### src/rtl/lms_pkg.sv
package lms_pkg;
  localparam int NREG = 16;
  localparam int IW   = $clog2(NREG);
  localparam int RW   = IW + 1;
  localparam int CW   = $clog2(NREG) + 1;
  localparam int OW   = CW + 2;
  localparam int PCR  = NREG - 1;
  localparam int TMP0 = NREG;
  localparam int TMP1 = NREG + 1;

  typedef enum logic [2:0] {
    OP_COPY = 3'd0,
    OP_LDR  = 3'd1,
    OP_LDP  = 3'd2,
    OP_STR  = 3'd3,
    OP_ADDI = 3'd4,
    OP_SUBI = 3'd5,
    OP_MOVR = 3'd6
  } opc_e;

  typedef enum logic [1:0] {
    PH_COPY = 2'd0,
    PH_MEM  = 2'd1,
    PH_WB   = 2'd2,
    PH_RET  = 2'd3
  } phase_e;

  typedef struct packed {
    opc_e          opc;
    logic [RW-1:0] rd;
    logic [RW-1:0] rd2;
    logic [RW-1:0] base;
    logic [OW-1:0] off;
    logic          dn;
    logic          user;
    logic          ctrl;
    logic          indir;
    logic          cond;
    logic          ret;
    logic          dcommit;
    logic          last;
  } uop_t;
endpackage

### src/rtl/lms_plan.sv
module lms_plan #(
  parameter int N  = 16,
  parameter int BW = $clog2(N),
  parameter int KW = $clog2(N) + 1
) (
  input  logic [N-1:0]  list,
  input  logic [BW-1:0] base,
  input  logic          load,
  input  logic          wb,
  input  logic          user,
  output logic [KW-1:0] cnt,
  output logic          copy,
  output logic          xret,
  output logic          fuser,
  output logic          pctmp
);
  always_comb begin
    cnt = '0;
    for (int i = 0; i < N; i++) cnt = cnt + KW'(list[i]);
  end

  assign copy  = (load && list[base]) || (list == '0);
  assign xret  = user && list[N-1];
  assign fuser = user && !list[N-1];
  assign pctmp = load && wb && list[N-1];
endmodule

### src/rtl/lms_pick.sv
module lms_pick #(
  parameter int N  = 16,
  parameter int BW = $clog2(N)
) (
  input  logic [N-1:0]  mask,
  output logic [BW-1:0] idx1,
  output logic          hit1,
  output logic [BW-1:0] idx2,
  output logic          hit2
);
  logic [N-1:0] rest;

  always_comb begin
    idx1 = '0;
    for (int i = N - 1; i >= 0; i--) if (mask[i]) idx1 = BW'(i);
  end

  assign hit1 = |mask;
  assign rest = mask & ~(N'(1) << idx1);

  always_comb begin
    idx2 = '0;
    for (int i = N - 1; i >= 0; i--) if (rest[i]) idx2 = BW'(i);
  end

  assign hit2 = |rest;
endmodule

### src/rtl/lms_seq.sv
module lms_seq
  import lms_pkg::*;
(
  input  logic            clk,
  input  logic            rst_n,
  input  logic            in_valid,
  output logic            in_ready,
  input  logic [NREG-1:0] in_list,
  input  logic [IW-1:0]   in_base,
  input  logic            in_load,
  input  logic            in_up,
  input  logic            in_wb,
  input  logic            in_user,
  input  logic            in_uncond,
  output logic            out_valid,
  input  logic            out_ready,
  output logic [2:0]      out_opc,
  output logic [RW-1:0]   out_rd,
  output logic [RW-1:0]   out_rd2,
  output logic [RW-1:0]   out_base,
  output logic [OW-1:0]   out_off,
  output logic            out_dn,
  output logic            out_user,
  output logic            out_ctrl,
  output logic            out_indir,
  output logic            out_cond,
  output logic            out_ret,
  output logic            out_dcommit,
  output logic            out_last
);
  // reset: asynchronous assert, synchronous release
  logic [1:0] rsync_q;
  logic       rst_ok;
  always_ff @(posedge clk or negedge rst_n) begin
    if (!rst_n) rsync_q <= 2'b00;
    else        rsync_q <= {rsync_q[0], 1'b1};
  end
  assign rst_ok = rsync_q[1];

  // instruction plan from the offered inputs
  logic [CW-1:0] pl_cnt;
  logic          pl_copy, pl_xret, pl_fuser, pl_pctmp;
  lms_plan #(.N(NREG), .BW(IW), .KW(CW)) plan_i (
    .list (in_list), .base (in_base), .load (in_load), .wb (in_wb),
    .user (in_user), .cnt (pl_cnt), .copy (pl_copy), .xret (pl_xret),
    .fuser(pl_fuser), .pctmp(pl_pctmp)
  );

  // state
  logic          busy_q;
  phase_e        ph_q, ph_n;
  logic [NREG-1:0] rem_q, rem_n;
  logic [OW-1:0] off_q, off_n;
  logic [IW-1:0] base_q;
  logic [CW-1:0] cnt_q;
  logic          ld_q, up_q, wb_q, unc_q, cp_q, xr_q, fu_q, pt_q;

  logic [IW-1:0] p1_idx, p2_idx;
  logic          p1_hit, p2_hit;
  lms_pick #(.N(NREG), .BW(IW)) pick_i (
    .mask(rem_q), .idx1(p1_idx), .hit1(p1_hit), .idx2(p2_idx), .hit2(p2_hit)
  );

  function automatic logic [RW-1:0] dst_map(input logic [IW-1:0] r);
    if (ld_q && pt_q && r == IW'(PCR)) return RW'(TMP1);
    return {1'b0, r};
  endfunction

  logic acc, fire, fin, pair, pc_hit, wb_en;
  uop_t d;
  logic [OW-1:0] step;

  assign acc      = in_valid && !busy_q && rst_ok;
  assign fire     = busy_q && out_ready;
  assign in_ready = !busy_q && rst_ok;
  assign wb_en    = wb_q && (cnt_q != '0);

  // next-state and descriptor
  always_comb begin
    d      = '0;
    rem_n  = rem_q;
    off_n  = off_q;
    ph_n   = ph_q;
    fin    = 1'b0;
    pair   = 1'b0;
    pc_hit = 1'b0;
    step   = OW'(4);
    unique case (ph_q)
      PH_COPY: begin
        d.opc  = OP_COPY;
        d.rd   = RW'(TMP0);
        d.base = {1'b0, base_q};
      end
      PH_MEM: begin
        pair   = ld_q && p2_hit && !(xr_q && p2_idx == IW'(PCR));
        pc_hit = ld_q && (pair ? (p2_idx == IW'(PCR)) : (p1_idx == IW'(PCR)));
        d.opc  = !ld_q ? OP_STR : (pair ? OP_LDP : OP_LDR);
        d.rd   = dst_map(p1_idx);
        d.rd2  = pair ? dst_map(p2_idx) : '0;
        d.base = cp_q ? RW'(TMP0) : {1'b0, base_q};
        d.off  = off_q;
        d.dn   = !up_q;
        d.user = fu_q;
        d.ctrl  = pc_hit && !pt_q;
        d.indir = pc_hit && !pt_q;
        d.cond  = pc_hit && !pt_q && !unc_q;
        d.ret   = pc_hit && !pt_q && xr_q;
        rem_n  = rem_q & ~(NREG'(1) << p1_idx) & ~(pair ? (NREG'(1) << p2_idx) : '0);
        step   = pair ? OW'(8) : OW'(4);
        off_n  = up_q ? (off_q + step) : (off_q - step);
      end
      PH_WB: begin
        d.opc  = up_q ? OP_ADDI : OP_SUBI;
        d.rd   = {1'b0, base_q};
        d.base = {1'b0, base_q};
        d.off  = {cnt_q, 2'b00};
      end
      default: begin
        d.opc   = OP_MOVR;
        d.rd    = RW'(PCR);
        d.base  = RW'(TMP1);
        d.ctrl  = 1'b1;
        d.indir = 1'b1;
        d.ret   = 1'b1;
        d.cond  = !unc_q;
      end
    endcase
    if (ph_q == PH_MEM && rem_n != '0)                   ph_n = PH_MEM;
    else if (ph_q == PH_COPY && cnt_q != '0)             ph_n = PH_MEM;
    else if ((ph_q == PH_COPY || ph_q == PH_MEM) && wb_en) ph_n = PH_WB;
    else if (ph_q != PH_RET && pt_q)                     ph_n = PH_RET;
    else                                                 fin  = 1'b1;
    d.last    = fin;
    d.dcommit = !fin;
    if (!busy_q) d = '0;
  end

  // registers
  always_ff @(posedge clk or negedge rst_n) begin
    if (!rst_n) begin
      busy_q <= 1'b0;
      ph_q   <= PH_COPY;
      rem_q  <= '0;
      off_q  <= '0;
      base_q <= '0;
      cnt_q  <= '0;
      {ld_q, up_q, wb_q, unc_q, cp_q, xr_q, fu_q, pt_q} <= '0;
    end else if (!rst_ok) begin
      busy_q <= 1'b0;
    end else if (acc) begin
      busy_q <= 1'b1;
      ph_q   <= pl_copy ? PH_COPY : PH_MEM;
      rem_q  <= in_list;
      off_q  <= in_up ? '0 : ({pl_cnt, 2'b00} - OW'(4));
      base_q <= in_base;
      cnt_q  <= pl_cnt;
      {ld_q, up_q, wb_q, unc_q} <= {in_load, in_up, in_wb, in_uncond};
      {cp_q, xr_q, fu_q, pt_q}  <= {pl_copy, pl_xret, pl_fuser, pl_pctmp};
    end else if (fire) begin
      if (fin) busy_q <= 1'b0;
      ph_q  <= ph_n;
      rem_q <= rem_n;
      off_q <= off_n;
    end
  end

  assign out_valid   = busy_q;
  assign out_opc     = d.opc;
  assign out_rd      = d.rd;
  assign out_rd2     = d.rd2;
  assign out_base    = d.base;
  assign out_off     = d.off;
  assign out_dn      = d.dn;
  assign out_user    = d.user;
  assign out_ctrl    = d.ctrl;
  assign out_indir   = d.indir;
  assign out_cond    = d.cond;
  assign out_ret     = d.ret;
  assign out_dcommit = d.dcommit;
  assign out_last    = d.last;
endmodule

### config.mk
export PLATFORM = sky130hd
export DESIGN_NAME = lms_seq
export DESIGN_NICKNAME = d
export VERILOG_FILES = /design/src/rtl/lms_pkg.sv /design/src/rtl/lms_plan.sv /design/src/rtl/lms_pick.sv /design/src/rtl/lms_seq.sv
export SDC_FILE = /design/constraint.sdc
export NUM_CORES = 1
export LEC_CHECK = 0
export CORE_UTILIZATION = 40
export DETAILED_ROUTE_END_ITERATION = 10
export DONT_BUFFER_PORTS = 1
export PLACE_DENSITY = 0.58
export SKIP_CTS_REPAIR_TIMING = 1
export SYNTH_ARGS = -nofsm -noshare
export SYNTH_HDL_FRONTEND = slang
export SYNTH_SLANG_ARGS = --single-unit
### constraint.sdc
create_clock -name clk -period 4.1 [get_ports clk]
set_clock_uncertainty 0.15 [all_clocks]
set_input_delay 0.615 -clock clk [delete_from_list [all_inputs] [get_ports clk]]
set_output_delay 0.615 -clock clk [all_outputs]
set_load 0.01 [all_outputs]
Word level (Yosys, flattened, before mapping)
Index checks and enable logic that the tools add are counted.
- bits in registers: 45
- input port bits: 29
- word-level logic and storage cells: 174
- add/sub/neg operators: 18
- order comparisons: 1
- equality and inequality tests: 7
- shift-type cells: 2
- multiplexer cells: 80
- bitwise operators: 4
- reductions and logical operators: 47
- operator list (cell ; number):
    two-way mux 4 bit ; 33
    adder 5 x 1 -> 5 bit ; 14
    two-way mux 16 bit ; 4
    two-way mux 5 bit ; 7
    two-way mux 7 bit ; 5
    two-way mux 33 bit ; 1
    AND 16 bit ; 2
    inverter 16 bit ; 2
    left shift 1 x 4 -> 16 bit, first input constant ; 2
    logical AND 1 bit ; 24
    case mux 8 bit (3 select lines) ; 1
    two-way mux 2 bit ; 9
    logical NOT 16 bit ; 1
    two-way mux 1 bit ; 16
    nonzero test 16 bit ; 1
    OR reduction 16 bit ; 1
    case mux 7 bit (2 select lines) ; 1
    case mux 5 bit (2 select lines) ; 1
    nonzero test 5 bit ; 2
    == test 4 bit, second input constant ; 2
    case mux 4 bit (2 select lines) ; 1
    adder 7 x 4 -> 7 bit ; 1
    logical NOT 1 bit ; 7
    subtractor 7 x 3 -> 7 bit, second input constant ; 1
    14 further kinds ; 20

Depth between registers and ports, before layout
- word-level depth: 50
- mapped depth: 21

By module
A second synthesis with hierarchy kept.
- cells, all modules: 576
- area, all modules: 4501.8 sq um
- modules (own cells, without submodules) (module ; times used ; cells an instance ; area an instance (sq um) ; sequential area each (sq um)):
    lms_seq ; 1 ; 387 ; 3088.0 ; 1076.0
    lms_pick ; 1 ; 112 ; 773.2 ; 0.0
    lms_plan ; 1 ; 77 ; 640.6 ; 0.0

Least setup slack after synthesis
OpenSTA, ideal clock, no wires.
- kind: input to register
- start point: in in_list[0]
- end point: reg off_q[6]
- library setup time: 95 ps
- arrival time: 4472 ps
- required time: 3855 ps
- path slack: -618 ps
- stages: 15
- cell sequence: inv_1 ha_1 inv_1 fa_1 fa_1 fa_1 fa_1 fa_1 fa_1 ha_1 nand2_1 mux2i_1 o22ai_1 a21oi_1 o31ai_1
- cells in the longest elaborated chain, start to end: 18
- ends and longest elaborated chain (what ; line ; RTL):
    from (decl) ; lms_seq.sv:8 ; input logic [NREG-1:0] in_list,
    adder 1 x 1 -> 2 bit ; lms_plan.sv:19 ; for (int i = 0; i < N; i++) cnt = cnt + KW'(list[i]);
    adder 5 x 1 -> 5 bit (14 in a row) ; lms_plan.sv:19 ;
    subtractor 7 x 3 -> 7 bit ; lms_seq.sv:154 ; off_q <= in_up ? '0 : ({pl_cnt, 2'b00} - OW'(4));
    two-way mux 7 bit ; lms_seq.sv:154 ;
    two-way mux 7 bit ; lms_seq.sv:150 ; end else if (acc) begin
    to (signal assigned) ; lms_seq.sv:154 ;
    to (signal assigned) ; lms_seq.sv:163 ; off_q <= off_n;
    to (decl) ; lms_seq.sv:53 ; logic [OW-1:0] off_q, off_n;
No other way between the ends.
A chain may end at the register's enable or synchronous reset.

Final worst setup path
- start point: reg rem_q[14]
- end point: out out_ret
- cells in the longest elaborated chain, start to end: 44
- elaborated cells between the ends (all ways): 47
- those cells by class: eq/ne (2); shift (1); mux (34); bitwise (2); reduce/logical (8)
- ends and longest elaborated chain (what ; line ; RTL):
    from (decl) ; lms_seq.sv:52 ; logic [NREG-1:0] rem_q, rem_n;
    from (signal assigned) ; lms_seq.sv:153 ; rem_q <= in_list;
    from (signal assigned) ; lms_seq.sv:162 ; rem_q <= rem_n;
    two-way mux 4 bit (15 in a row) ; lms_pick.sv:15 ; for (int i = N - 1; i >= 0; i--) if (mask[i]) idx1 = BW'(i);
    left shift 1 x 4 -> 16 bit ; lms_pick.sv:19 ; assign rest = mask & ~(N'(1) << idx1);
    inverter 16 bit ; lms_pick.sv:19 ;
    AND 16 bit ; lms_pick.sv:19 ;
    two-way mux 4 bit (16 in a row) ; lms_pick.sv:23 ; for (int i = N - 1; i >= 0; i--) if (rest[i]) idx2 = BW'(i);
    == test 4 bit ; lms_seq.sv:95, lms_seq.sv:96 ;
    logical AND 1 bit ; lms_seq.sv:95 ; pair = ld_q && p2_hit && !(xr_q && p2_idx == IW'(PCR));
    logical NOT 1 bit ; lms_seq.sv:95 ;
    logical AND 1 bit ; lms_seq.sv:95 ;
    two-way mux 1 bit (*) ; lms_seq.sv:96 ; pc_hit = ld_q && (pair ? (p2_idx == IW'(PCR)) : (p1_idx == IW'(PCR)));
    logical AND 1 bit (*) ; lms_seq.sv:96 ;
    logical AND 1 bit (*) (2 in a row) ; lms_seq.sv:107 ; d.ret = pc_hit && !pt_q && xr_q;
    case mux 4 bit (2 select lines) (*) ; lms_seq.sv:88 ; unique case (ph_q)
    two-way mux 33 bit (*) ; lms_seq.sv:135 ; if (!busy_q) d = '0;
    to (decl) ; lms_seq.sv:27 ; output logic out_ret,
Every way passes the cells marked *; elsewhere a longest branch is shown, timed or not.

==> metrics.yaml <==
worst_setup_path:
  rr_worst_depth: 20
  crit_type: "reg -> out"
  worst_path_max_delay_cell: "dfrtp_2"
  crit_family: "compound AO/OA/AOI/OAI gates"
  path_common_cell: "buf_4"
  cp-end-kind: "primary output"
  cp.required_ns: 3.34
  cpPeakStageDelay_ns: 0.46
  critPathBufInv: 5
  crit_chain: "nand2b_1 > a2111oi_4 > o41ai_4 > buf_4 > o31ai_4 > o211ai_1 > o41ai_1 > buf_4 > buf_4 > nor2_1 > a31oi_1 > nor3_1 > buf_4 > o21a_1 > a21boi_2 > buf_4"
  worstPathArrival_ns: 3.78
  critPathLaunchType: "flop"
  crit_fanout: 5
  cp.depth: 16
synthesis:
  synth_seq_area_share_pct: 24.2
  synth_top_area_cell: "dfrtp_1"
  synth_area_sq_um: 4450
  syn_inst: 550
  synthFlopType: "dfrtp_1"
  ys_types: 87
  synth_area_leaders: "dfrtp_1, nand2_1, fa_1, o21ai_0, ha_1"
  yosysTopAreaCellShare_pct: 24.2
  synth_edf_count: 0
  yosysWarnings: 0
  synth_fa_ha_area_share_pct: 9.90
  ys_ff_latch: 43
  synth_mux_area_share_pct: 2.98
  yosys.area_share.simple_pct: 24.6
  yosys.area_share.xor_xnor_pct: 1.57
  syn_area_per_cell_sq_um: 8.09
  synth_compound_area_share_pct: 28.3
  async_flop_share_pct: 100
  synth_top_family_by_area: "compound AO/OA/AOI/OAI gates"
job:
  timing.max_cap.violations: 0
placed_design:
  place_area_sq_um: 5440
  gp_congestion: 0.951
  dp.final_hpwl_um: 12700
  place_inst: 791
  pre_cts_ws_ns: -0.693
  port_buffers: 0
pwr:
  switching_share_pct: 47.0
  ir_drop_mv: 0.339
  comb_power_share_pct: 74.0
  leakagePower_nw: 2.67
  p_switching_w: 0.00184
  power.internal_w: 0.00207
  clkPwrFrac_pct: 7.6
  powerDensity_nw_per_um2: 656
  p_seq_share_pct: 18.4
global_routing:
  grt_pass1_vias: 4539
  antenna_found_initial: 0
  overflow: 0
  grt_first_pass_wirelength_um: 25000
  grt.total_usage_pct: 28.5
  grt_max_degree: 44
clock_tree:
  cts_buffers: 5
  clk_latency_ns: 0.32
  cts_buffer_depth: 2
  cts_tree: "done"
  clock_sinks: 43
  htreeDepth: 2
  cts_root_buf: "clkbuf_8"
  clk_pin_slew_worst_paths_ns: 0.10
die:
  die_w_um: 107
  ios: 64
  die-height_um: 107
  num_rows: 38
  start_util_pct: 41.0
  die_area_sq_um: 11500
  coreArea_sq_um: 10800
sta:
  final.setup.worst_slack_ns: -0.446
  period_minus_slack_ns: 4.55
  fmax_mhz: 220
  hold_violations: 0
  slew_headroom_pct: 54.5
  max_slew.worst_pin.slew_ns: 0.682
  setup_violations: 17
  rsz0062_at_grt: "true"
  fin_crit_sh_pct: 111
  finalMaxSlewViolations: 0
  tns_ns: -4.80
cells_and_area:
  instances_no_fill: 817
  most-common-layout-cells: "buf_4, nand2_1, inv_1, nor2_1, o21ai_0"
  finalInstanceArea_sq_um: 5960
  syn2layout_area_growth_pct: 34.1
  antenna_cells: 0
  drive_gt1_share_pct: 36.8
  nets: 732
  final_util_pct: 55.0
  mostFrequentLayoutCell: "buf_4"
routing:
  ant_nets: 0
  dr.pass1.iters: 5
  drt_wl_total_um: 16500
  avgRoutedWirePerCell_um: 20.2
  initialDrtViolationCount: 256
  viasPerCell: 5.86
  drc: 0
  num_vias: 4785
min_path:
  worstHoldPathType: "reg -> reg"
  whs_path_depth: 0
outcome:
  violations: "setup timing"
  status: "finished, violations left"
per-stage QoR:
step           power (W)  hold WS [ns]
3_3_place_gp     0.00319         0.170
5_1_grt          0.00419         0.208
6_report         0.00391         0.209
3_5_place_dp     0.00322         0.171
2_1_floorplan    0.00217         0.169
4_1_cts          0.00353        -0.168
cell type report:
| type | count | area (sq um) |
|---|---|---|
| clock buffers | 5 | 68.8 |
| clock inverters | 3 | 23.8 |
| fillers | 1044 | 4880 |
| inverters | 46 | 190 |
| multi-input cells | 432 | 3270 |
| flip-flops and latches | 43 | 1090 |
| well taps | 140 | 175 |
| repair buffers | 148 | 1150 |
cells by family (layout without fill, tap and decap cells):
logic type	Yosys count	in the layout
xor gates and xnor gates	8	8
DFF	43	43
muxes	7	7
adders and majority gates	29	29
AOI/OAI and AO/OA	170	170
buffers and inverters	76	202
other	2	3
and+or+nand+nor	215	215
registers in the layout (all words and copies together), names as in the netlist, 2 cells and up:
register / count
rem_q: 16
cnt_q: 5
off_q: 5
base_q: 4
ph_q: 2
rsync_q: 2
synth_stat cells (6+ instances only):
| master | number |
|---|---|
| nand2_1 | 74 |
| inv_1 | 46 |
| nor2_1 | 45 |
| dfrtp_1 | 43 |
| o21ai_0 | 41 |
| a21oi_1 | 28 |
| clkbuf_1 | 16 |
| ha_1 | 16 |
| a22oi_1 | 11 |
| fa_1 | 11 |
| nand3_1 | 11 |
| and2_1 | 10 |
| a221o_1 | 9 |
| nor2b_1 | 9 |
| nor3_1 | 9 |
| a21o_1 | 8 |
| a211oi_1 | 7 |
| nand4_1 | 7 |
| o31ai_1 | 7 |
| and3_1 | 6 |
| nand2b_1 | 6 |
power by group through the flow:
stage / Clock [W] / Sequential, W / Combinational [W]
floorplan: 0 / 0.000634 / 0.00153
global placement: 0 / 0.000704 / 0.00249
detailed placement: 0 / 0.000705 / 0.00252
CTS: 0.000295 / 0.000699 / 0.00253
global route: 0.000313 / 0.000734 / 0.00314
finish: 0.000297 / 0.000719 / 0.00289
final timing paths:
path / from / to / slack [ns]
max in group asynchronous: rst_n / rem_q[7] / 2.92
worst min register to register: rsync_q[0] / rsync_q[1] / 0.21
worst max register to register: rem_q[0] / off_q[6] / -0.32
worst max-delay path: rem_q[14] / out_ret / -0.45
min in group asynchronous: rst_n / base_q[3] / 0.65
worst min-delay path: rsync_q[0] / rsync_q[1] / 0.21
metal layers:
metal | wire [um] | global-route usage, %
met1 | 6790 | 36.8
met2 | 8220 | 48.6
met3 | 1040 | 4.90
met4 | 467 | 8.90
met5 | 0 | 0
(Power assumes the default switching activity.)
